==> src/rtl/lbist_inv_tp.sv <==
module lbist_inv_tp #(
  parameter int          SIG_W       = 16,
  parameter int          SESSION_LEN = 65536,
  parameter logic [31:0] LFSR_SEED   = 32'hACE12468,
  parameter logic [31:0] LFSR_MASK   = 32'h80200003,
  parameter logic [SIG_W-1:0] MISR_POLY = 16'h1021,
  parameter logic [SIG_W-1:0] GOLDEN    = '0
) (
  input  logic             clk,
  input  logic             rst_n,
  input  logic             start,
  input  logic [31:0]      func_in,
  output logic [3:0]       func_out,
  output logic             busy,
  output logic             done,
  output logic             pass,
  output logic [SIG_W-1:0] signature
);
  localparam int CNT_W = $clog2(SESSION_LEN);
  localparam int HALF  = SESSION_LEN / 2;
  localparam int RSP_W = 5;

  typedef enum logic [1:0] {S_IDLE, S_RUN, S_FIN} st_t;
  st_t st;

  logic [31:0]      lfsr;
  logic [CNT_W-1:0] cnt;
  logic [SIG_W-1:0] sig;

  logic        test_mode, tpe;
  logic [31:0] x;
  logic        or_n, inv_n, c0_n, c1_n, obs_n;
  logic [RSP_W-1:0] resp;
  logic [SIG_W-1:0] misr_next;
  logic [31:0]      lfsr_next;

  assign test_mode = (st == S_RUN);
  assign tpe       = test_mode && (cnt >= CNT_W'(HALF));
  assign x         = test_mode ? lfsr : func_in;

  assign or_n  = |x;
  assign inv_n = or_n ^ tpe;
  assign c0_n  = (x[0] ^ x[1]) & ~tpe;
  assign c1_n  = (x[2] & x[3]) | tpe;
  assign obs_n = ^x[15:8];

  assign func_out[0] = inv_n & (&x[31:1]);
  assign func_out[1] = c0_n | x[4];
  assign func_out[2] = c1_n ^ x[5];
  assign func_out[3] = inv_n ^ x[6];

  assign resp      = {obs_n, func_out};
  assign misr_next = {sig[SIG_W-2:0], 1'b0} ^ (sig[SIG_W-1] ? MISR_POLY : '0)
                   ^ {{(SIG_W-RSP_W){1'b0}}, resp};
  assign lfsr_next = (lfsr >> 1) ^ (lfsr[0] ? LFSR_MASK : 32'h0);

  always_ff @(posedge clk or negedge rst_n) begin
    if (!rst_n) begin
      st   <= S_IDLE;
      lfsr <= LFSR_SEED;
      cnt  <= '0;
      sig  <= '0;
    end else begin
      case (st)
        S_RUN: begin
          sig  <= misr_next;
          lfsr <= lfsr_next;
          cnt  <= cnt + 1'b1;
          if (cnt == CNT_W'(SESSION_LEN - 1)) st <= S_FIN;
        end
        default: if (start) begin
          st   <= S_RUN;
          lfsr <= LFSR_SEED;
          cnt  <= '0;
          sig  <= '0;
        end
      endcase
    end
  end

  assign busy      = test_mode;
  assign done      = (st == S_FIN);
  assign pass      = done && (sig == GOLDEN);
  assign signature = sig;
endmodule

==> config.mk <==
export PLATFORM = sky130hd
export DESIGN_NAME = lbist_inv_tp
export DESIGN_NICKNAME = d
export VERILOG_FILES = /design/src/rtl/lbist_inv_tp.sv
export SDC_FILE = /design/constraint.sdc
export NUM_CORES = 1
export LEC_CHECK = 0
export BUFFER_PORTS_ARGS = -buffer_cell sky130_fd_sc_hd__buf_4
export CORE_ASPECT_RATIO = 0.9
export CORE_MARGIN = 2
export CORE_UTILIZATION = 30
export CTS_BUF_LIST = sky130_fd_sc_hd__clkbuf_8
export DETAILED_ROUTE_END_ITERATION = 8
export PLACE_DENSITY_LB_ADDON = 0.25
export SYNTH_ARGS = -nofsm -noshare
export SYNTH_HDL_FRONTEND = slang
export SYNTH_SLANG_ARGS = --single-unit
==> constraint.sdc <==
create_clock -name clk -period 3.2 [get_ports clk]
set_input_delay 0.16 -clock clk [delete_from_list [all_inputs] [get_ports clk]]
set_output_delay 0.16 -clock clk [all_outputs]
set_load 0.02 [all_outputs]
==> results.py, run 1 <==
metrics = {
    "status": {
        "status": "finished clean",
    },
    "grt": {
        "grt_max_degree": 67,
        "antenna_found_initial": 0,
        "grt_pass1_vias": 2843,
        "grt_use_total": 0.157,
        "grt_pass1_wl_um": 14800,
        "gr-total-overflow": 0,
    },
    "finish": {
        "layout-drive-gt1-share": 0.211,
        "antennaDiodeCount": 0,
        "instances_no_fill": 593,
        "syn2layout_area_growth_pct": 24.2,
        "nets": 478,
    },
    "placed_design": {
        "place_inst": 575,
        "place_congestion": 0.859,
        "dp_hpwl_um": 6220,
        "dp_slack_ns": 0.519,
        "io_buffers": 57,
    },
    "clock_tree": {
        "cts_tree": "built",
        "clkTransAtPathRegs_ns": 0.07,
        "cts_buffers": 9,
        "insertion_delay_ns": 0.35,
        "cts_resized": 0,
        "cts_max_path_buffers": 2,
        "cts.htree.levels": 3,
        "cts_sinks": 66,
        "cts_root_buffer": "clkbuf_8",
    },
    "worst_setup_path": {
        "crit_type": "flip-flop to output pin",
        "critPathMaxFanout": 11,
        "cp_slowest_stage_delay_ns": 0.47,
        "startpoint_type": "flip-flop",
        "crit-reg2reg-launch": "st[0]$_DFFE_PN0P_",
        "required_ns": 3.04,
        "r2r_cells": 11,
        "cp.arrival_ns": 2.75,
        "rrSetupSlack_ns": 0.50,
        "cp_cell_sequence": "nand2b_4, inv_2, nand2_1, a21boi_0, ha_1, and3_1, nand3_1, a211oi_1, xnor2_1, o21ai_1, xor2_1, buf_4",
        "end_kind": "output pin",
        "critical_path.slowest_cell": "dfrtp_1",
        "critical-path-top-delay-family": "compound AO/OA/AOI/OAI gates",
        "cp.buffers_inverters": 2,
        "r2r_end": "signature[0]$_DFFE_PN0P_",
    },
    "flow_run": {
        "cap_violations": 0,
    },
    "min_path": {
        "hp-class": "primary input to flip-flop",
        "hold_depth": 2,
        "hold_end": "cnt[1]$_DFFE_PN0P_",
        "min_from": "start",
    },
    "synth": {
        "syn_nets": 424,
        "avgSynthCellArea_um2": 8.87,
        "synth.most_common_cell": "nand2_1",
        "yosys.area_share.simple": 0.253,
        "synth-seq-area-share": 0.492,
        "synthArstFlopShare": 1.00,
        "netlist_instances": 382,
        "yosys.area.top_type": "dfrtp_1",
        "synth-seq-cells": 66,
        "synth_ff_type": "dfrtp_1",
        "synth_edf_count": 0,
        "synth_xor_area_frac": 0.0454,
        "synth_compound_area_frac": 0.145,
        "synthAdderAreaFrac": 0.0258,
        "synth_top_family_by_area": "simple AND/OR/NAND/NOR gates",
        "synthMuxAreaShare": 0.0118,
        "synth_area_leaders": "dfrtp_1 39%, dfstp_2 10%, nand2_1 9.5%",
        "yosys_warnings": 0,
        "yosys-top-cells-count": "86 x nand2_1, 55 x o21ai_0, 53 x dfrtp_1, 28 x nand3_1, 19 x nand4_1",
        "yosysTopAreaCellShare": 0.391,
        "ys_types": 39,
        "syn_area_um2": 3390,
    },
    "floorplan": {
        "coreArea_um2": 10900,
        "rows": 36,
        "die_w_um": 116,
        "num_io_pins": 58,
        "initial_utilization": 0.311,
        "die_area_um2": 12200,
        "die_h_um": 105,
    },
    "drt": {
        "via_per_inst": 5.07,
        "drt-total-wl_um": 9000,
        "num_vias": 3008,
        "drt_iter0_markers": 195,
        "ant_nets": 0,
        "drc": 0,
        "drt-wirelength-per-cell_um": 15.2,
        "drt-pass1-iter-count": 5,
    },
    "sta": {
        "hold_viol": 0,
        "clock_skew_ns": 0.00663,
        "timing.fmax_mhz": 344,
        "setup_ws_ns": 0.292,
        "fin_hold_ws_ns": 0.173,
        "period_share": 0.909,
        "final-setup-viol-count": 0,
        "rsz0062_at_grt": "false",
        "slew_headroom": 0.439,
        "fin_setup_tns_ns": 0,
        "tightest_slew_ns": 0.841,
        "finalCriticalPeriod_ns": 2.91,
        "slew_violations": 0,
    },
    "pwr": {
        "p_per_area_nw_per_um2": 884,
        "peakVddDrop_mv": 0.352,
        "p_leak_uw": 0.00180,
    },
}
==> report_power, final <==
group	switching (uW)	leakage [uW]	internal, uW	total, uW
clock	323	0.000124	510	833
combinational	670	0.000871	598	1270
sequential	402	0.000807	1220	1620
total	1400	0.00180	2330	3720
==> through the flow <==
| step | utilization | power [uW] | area [um^2] |
|---|---|---|---|
| global route | 0.386 | 4020 | 4210 |
| detailed placement | 0.363 | 2910 | 3960 |
| finish | 0.386 | 3720 | 4210 |
| CTS | 0.385 | 3760 | 4200 |
| floorplan | - | 2370 | 3390 |
| global placement | 0.363 | 2890 | 3960 |
==> worst reg2reg max path, cell delays in order, from the launching register on <==
cell      delay [ns]
dfrtp_1         0.47
nand2b_4        0.19
inv_2           0.11
nand2_1         0.12
a21boi_0        0.21
ha_1            0.17
and3_1          0.16
nand3_1         0.09
a21oi_1         0.25
a21boi_0        0.17
or4_1           0.49
a31oi_1         0.19
==> flip-flops by register name, indices dropped and copies added, names as in the netlist <==
register,flops
lfsr,32
cnt,16
signature,16
st,2
==> per-layer routing <==
metal  routed length (um)  up-vias  part of all wire  GRT usage
li1                     -     1477                 -          -
met3                  626        7             0.070     0.0545
met4                   92        0             0.010     0.0374
met2                 3840       84              0.43      0.219
met1                 4440     1440              0.49      0.231
met5                    0        -                 0          0
==> layout by cell type (no fill, tap or decap), drive strengths merged, types with 2 or more instances in the layout <==
| cell type | Yosys | final |
|---|---|---|
| mux2i | 4 | 4 |
| a21boi | 9 | 9 |
| a22o | 5 | 5 |
| o211ai | 2 | 2 |
| dfrtp | 53 | 53 |
| clkbuf | 14 | 9 |
| dfstp | 13 | 13 |
| a21oi | 4 | 4 |
| nand3 | 28 | 28 |
| a31oi | 2 | 2 |
| xnor2 | 11 | 11 |
| ha | 7 | 7 |
| nor2 | 17 | 17 |
| or4 | 3 | 3 |
| o31ai | 4 | 4 |
| nor4 | 12 | 12 |
| buf | 5 | 60 |
| inv | 5 | 6 |
| nor3 | 4 | 4 |
| nand2b | 2 | 3 |
| xor2 | 4 | 4 |
| o21ai | 56 | 56 |
| clkinv | 0 | 3 |
| nand2 | 86 | 86 |
| and3 | 2 | 2 |
| nand4 | 19 | 19 |
| bufinv | 0 | 3 |
==> repair_timing <==
item / in CTS / in global routing
buffers inserted: 0 / 0
hold buffers: 1 / 0
hold endpoints to repair: 53 / 0
setup endpoints to repair: 0 / 1
==> area by class of cell <==
cell class              count  area (um^2)
well taps                 152          190
fillers                  1128         6690
clock inverters             7          109
multi-input cells         293         1640
clock buffers               9          124
flip-flops and latches     66         1670
inverters                   5         18.8
repair buffers             61          460
==> cells by family after synthesis <==
| group | after synthesis |
|---|---|
| adder cells (fa/ha/maj) | 7 |
| AO/OA/AOI/OAI | 85 |
| buffers and inverters | 24 |
| multiplexers | 4 |
| flip-flops | 66 |
| AND/OR/NAND/NOR | 180 |
| XOR/XNOR | 16 |
==> worst max-delay path by stage <==
stage | start | end | cells after the start
floorplan | st[0]$_DFFE_PN0P_ | func_out[3] | 12
global placement | st[1]$_DFFE_PN0P_ | signature[0]$_DFFE_PN0P_ | 7
detailed placement | st[0]$_DFFE_PN0P_ | signature[0]$_DFFE_PN0P_ | 11
CTS | st[0]$_DFFE_PN0P_ | func_out[3] | 12
global route | st[1]$_DFFE_PN0P_ | func_out[3] | 12
finish | st[0]$_DFFE_PN0P_ | func_out[3] | 12
No activity file was read; power rests on OpenSTA's default activity.
==> run 2, diff against run 1 <==
Settings changed: GPL_TIMING_DRIVEN set to 0.
==> results.py, run 2 (synthesis results as in run 1) <==
metrics = {
    "placed_design": {
        "place_congestion": 0.870,
        "dp_hpwl_um": 7170,
        "dp_slack_ns": -0.453,
        "dpl_cell_area_um2": 4000,
        "io_buffers": 56,
        "place_inst": 590,
    },
    "grt": {
        "grt_pass1_vias": 3007,
        "antenna_found_initial": 0,
        "grt_use_total": 0.170,
        "gr-total-overflow": 0,
        "grt_pass1_wl_um": 16000,
        "grt_max_degree": 67,
    },
    "floorplan": {
        "die_area_um2": 12200,
        "coreArea_um2": 10900,
        "num_io_pins": 58,
        "rows": 36,
        "initial_utilization": 0.311,
        "die_h_um": 105,
        "die_w_um": 116,
    },
    "drt": {
        "drt-wirelength-per-cell_um": 16.3,
        "num_vias": 3161,
        "drt-pass1-iter-count": 6,
        "ant_nets": 0,
        "via_per_inst": 5.22,
        "drt_iter0_markers": 223,
        "drc": 0,
        "drt-total-wl_um": 9900,
    },
    "sta": {
        "period_share": 0.939,
        "hold_viol": 0,
        "clock_skew_ns": 0.00897,
        "tightest_slew_ns": 0.844,
        "timing.fmax_mhz": 333,
        "fin_setup_tns_ns": 0,
        "rsz0062_at_grt": "false",
        "slew_violations": 0,
        "slew_headroom": 0.437,
        "final-setup-viol-count": 0,
        "setup_ws_ns": 0.196,
        "finalCriticalPeriod_ns": 3.00,
    },
    "worst_setup_path": {
        "crit-reg2reg-launch": "st[1]$_DFFE_PN0P_",
        "critPathMaxFanout": 10,
        "crit_top_cell": "buf_4",
        "end_kind": "output pin",
        "crit_type": "flip-flop to output pin",
        "r2r_cells": 12,
        "cp_cell_sequence": "nand2b_4, buf_4, buf_6, clkbuf_8, a21boi_1, ha_1, and3_1, nand3_2, a211oi_2, xnor2_1, o21ai_1, xor2_1, buf_4",
        "r2r_end": "signature[0]$_DFFE_PN0P_",
        "critical-path-top-delay-family": "buffers and inverters",
        "required_ns": 3.04,
        "startpoint_type": "flip-flop",
        "cp.arrival_ns": 2.84,
        "cp.buffers_inverters": 4,
        "critical_path.slowest_cell": "dfrtp_1",
        "cp_slowest_stage_delay_ns": 0.41,
        "rrSetupSlack_ns": 0.42,
    },
    "pwr": {
        "combPwrFrac": 0.360,
        "p_seq_frac": 0.444,
        "peakVddDrop_mv": 0.295,
        "clockPowerShare": 0.196,
        "p_int_uw": 2220,
        "p_leak_uw": 0.00180,
        "p_per_area_nw_per_um2": 860,
        "p_switching_uw": 1430,
        "p_sw_frac": 0.392,
    },
    "clock_tree": {
        "cts_max_path_buffers": 2,
        "cts_buffers": 9,
        "cts_sinks": 66,
        "cts_tree": "built",
        "cts.htree.levels": 3,
        "cts_root_buffer": "clkbuf_8",
        "insertion_delay_ns": 0.34,
        "clkTransAtPathRegs_ns": 0.07,
    },
    "min_path": {
        "hold_end": "lfsr[13]$_DFFE_PN1P_",
        "hp-class": "primary input to flip-flop",
        "hold_depth": 3,
        "min_from": "start",
    },
    "finish": {
        "instances_no_fill": 606,
        "fin_util": 0.390,
        "layout-drive-gt1-share": 0.216,
        "syn2layout_area_growth_pct": 25.4,
        "largest_reg_flops": 32,
        "finalInstanceArea_um2": 4250,
        "nets": 491,
        "final_common_cell": "nand2_1",
        "antennaDiodeCount": 0,
        "largest-register": "lfsr",
        "layout_common_cells": "86 x nand2_1, 57 x buf_4, 55 x o21ai_0",
    },
    "status": {
        "status": "finished clean",
    },
    "flow_run": {
        "cap_violations": 0,
    },
}
-- run 2: what timing repair did --
| action | 4_1_cts | 5_1_grt |
|---|---|---|
| cloned | 0 | 0 |
| endpoints found under the setup margin | 6 | 3 |
| pin swaps | 1 | 2 |
| hold buffers | 1 | 0 |
| buffers inserted | 0 | 0 |
| gates resized for setup | 12 | 7 |
| hold endpoints to repair | 53 | 0 |
-- run 2: per-layer routing --
metal	global-route usage	routed length [um]	vias up
met1	0.259	4750	1524
met4	0.0629	174	0
met3	0.0278	772	13
met5	0	0	-
met2	0.240	4200	118
li1	-	-	1506
-- run 2: power by group through the flow --
stage	sequential (uW)	combinational [uW]	clock [uW]
2_1_floorplan	1610	761	0
6_report	1620	1320	715
3_3_place_gp	1620	1290	0
4_1_cts	1610	1320	738
5_1_grt	1680	1490	772
3_5_place_dp	1630	1310	0
-- run 2: worst max-delay path by stage --
stage,startpoint,end,slack [ns],depth (start not counted)
global placement,st[0]$_DFFE_PN0P_,signature[0]$_DFFE_PN0P_,-0.38,12
floorplan,st[0]$_DFFE_PN0P_,func_out[3],0.37,12
detailed placement,st[0]$_DFFE_PN0P_,signature[0]$_DFFE_PN0P_,-0.45,12
global route,st[1]$_DFFE_PN0P_,func_out[3],0.04,13
finish,st[1]$_DFFE_PN0P_,func_out[3],0.20,13
CTS,st[1]$_DFFE_PN0P_,func_out[3],0.03,13
-- run 2: final cells by class --
cell class / instances / area [um^2]
multi-input combinational: 292 / 1640
clock inverter: 5 / 52.6
inverter: 5 / 18.8
fill: 1139 / 6650
tap: 152 / 190
buffer: 18 / 91.3
sequential: 66 / 1670
clock buffer: 11 / 151
timing repair buffer: 57 / 430
-- run 2: worst min-delay path: cells and delay by family --
kind / cells / cell delay (ns)
AO/OA/AOI/OAI: 1 / 0.23
AND/OR/NAND/NOR: 1 / 0.06
buffers and inverters: 1 / 0.24
-- run 2: through the flow --
| step | power [uW] | hold slack, ns |
|---|---|---|
| after floorplan | 2370 | -0.136 |
| after global placement | 2910 | 0.318 |
| after detailed placement | 2940 | 0.322 |
| after CTS | 3670 | 0.337 |
| after global routing | 3940 | 0.388 |
| final | 3650 | 0.358 |
==> run 3, diff against run 2 <==
Settings changed: CORE_UTILIZATION 30 to 40, CTS_CLUSTER_DIAMETER set to 120, TNS_END_PERCENT set to 100.
==> results.py, run 3 (synthesis results as in run 1) <==
metrics = {
    "clock_tree": {
        "cts_buffers": 9,
        "cts_tree": "built",
        "cts.htree.levels": 3,
        "cts_root_buffer": "clkbuf_8",
        "cts_sinks": 66,
        "cts_max_path_buffers": 2,
        "insertion_delay_ns": 0.35,
        "clkTransAtPathRegs_ns": 0.07,
    },
    "floorplan": {
        "die_w_um": 101,
        "die_area_um2": 9220,
        "coreArea_um2": 8150,
        "rows": 31,
        "die_h_um": 91.3,
        "num_io_pins": 58,
        "initial_utilization": 0.416,
    },
    "sta": {
        "final-setup-viol-count": 0,
        "timing.fmax_mhz": 322,
        "rsz0062_at_grt": "false",
        "fin_setup_tns_ns": 0,
        "tightest_slew_ns": 0.841,
        "slew_headroom": 0.439,
        "clock_skew_ns": 0.00854,
        "hold_viol": 0,
        "finalCriticalPeriod_ns": 3.10,
        "period_share": 0.970,
        "slew_violations": 0,
        "fin_hold_ws_ns": 0.332,
        "setup_ws_ns": 0.0957,
    },
    "worst_setup_path": {
        "end_kind": "output pin",
        "critPathMaxFanout": 10,
        "rrSetupSlack_ns": 0.39,
        "startpoint_type": "flip-flop",
        "crit_type": "flip-flop to output pin",
        "cp.arrival_ns": 2.94,
        "r2r_cells": 12,
        "required_ns": 3.04,
    },
    "drt": {
        "drt-pass1-iter-count": 4,
        "drt-total-wl_um": 9750,
        "drt-wirelength-per-cell_um": 17.6,
        "drt_iter0_markers": 171,
        "via_per_inst": 5.69,
        "num_vias": 3155,
        "ant_nets": 0,
        "drc": 0,
    },
    "grt": {
        "grt_pass1_wl_um": 15700,
        "grt_use_total": 0.221,
        "antenna_found_initial": 0,
        "grt_pass1_vias": 3019,
        "gr-total-overflow": 0,
        "grt_use_met2": 0.337,
        "met1_usage": 0.312,
        "grt_max_degree": 67,
        "grt.busiest_layer": "met2",
        "use_met3": 0.0500,
    },
    "pwr": {
        "p_int_uw": 2190,
        "combPwrFrac": 0.363,
        "p_seq_frac": 0.445,
        "total_power_uw": 3630,
        "p_switching_uw": 1440,
        "clockPowerShare": 0.193,
        "p_per_area_nw_per_um2": 867,
        "p_leak_uw": 0.00180,
        "peakVddDrop_mv": 0.361,
        "p_sw_frac": 0.398,
    },
    "min_path": {
        "hold_depth": 3,
        "hp-class": "primary input to flip-flop",
    },
    "finish": {
        "layout-drive-gt1-share": 0.220,
        "nets": 492,
        "final_common_cell": "nand2_1",
        "syn2layout_area_growth_pct": 23.5,
        "layout_common_cells": "86 x nand2_1, 58 x buf_4, 55 x o21ai_0",
        "largest-register": "lfsr",
        "antennaDiodeCount": 0,
        "largest_reg_flops": 32,
    },
    "placed_design": {
        "dp_hpwl_um": 7000,
        "place_congestion": 0.876,
        "io_buffers": 56,
        "dp_slack_ns": -0.419,
    },
    "status": {
        "status": "finished clean",
    },
    "flow_run": {
        "cap_violations": 0,
    },
}
[run 3: final cells by class]
type / instances / area, um^2
sequential: 66 / 1670
tap: 99 / 124
clock buffer: 9 / 124
buffer: 18 / 91.3
clock inverter: 7 / 70.1
timing repair buffer: 58 / 438
fill: 774 / 3960
multi-input combinational: 292 / 1650
inverter: 5 / 18.8
[run 3: worst max-delay path, stage by stage (launching register included)]
cell	delay, ns
dfrtp_1	0.41
nand2b_4	0.16
buf_4	0.18
buf_6	0.16
clkbuf_8	0.18
a21boi_2	0.17
ha_1	0.18
and3_1	0.16
nand3_1	0.14
a211oi_2	0.21
xnor2_1	0.11
o21ai_2	0.17
xor2_1	0.18
buf_4	0.17
[run 3: stage by stage]
step | instances | cell area [um^2] | utilization
final | 554 | 4180 | 0.514
after floorplan | 382 | 3390 | -
after detailed placement | 537 | 3930 | 0.483
after global placement | 537 | 3930 | 0.483
after CTS | 553 | 4170 | 0.511
after global routing | 554 | 4180 | 0.514
[run 3: path summary, 6_finish.rpt]
path,from,end
min,start,lfsr[13]$_DFFE_PN1P_
max in group asynchronous,rst_n,lfsr[15]$_DFFE_PN0P_
min in group asynchronous,rst_n,signature[10]$_DFFE_PN0P_
max,st[1]$_DFFE_PN0P_,func_out[3]
max reg2reg,st[1]$_DFFE_PN0P_,signature[0]$_DFFE_PN0P_
min reg2reg,lfsr[23]$_DFFE_PN1P_,lfsr[22]$_DFFE_PN1P_
[run 3: what timing repair did]
action,in CTS,in global routing
setup endpoints to repair,6,2
buffers inserted,0,1
gates resized for setup,14,7
pin swaps,1,2
hold buffers,1,0
hold endpoints to repair,53,0
[run 3: layer usage]
layer,wire (um),share of wire
met3,608,0.062
met4,166,0.017
met2,4490,0.46
met5,0,0
met1,4490,0.46
[run 3: power groups by stage]
stage               clock network, uW  logic (uW)  registers, uW
floorplan                           0         761           1610
global placement                    0        1260           1610
detailed placement                  0        1290           1620
CTS                               710        1310           1600
global route                      751        1470           1670
finish                            700        1320           1610
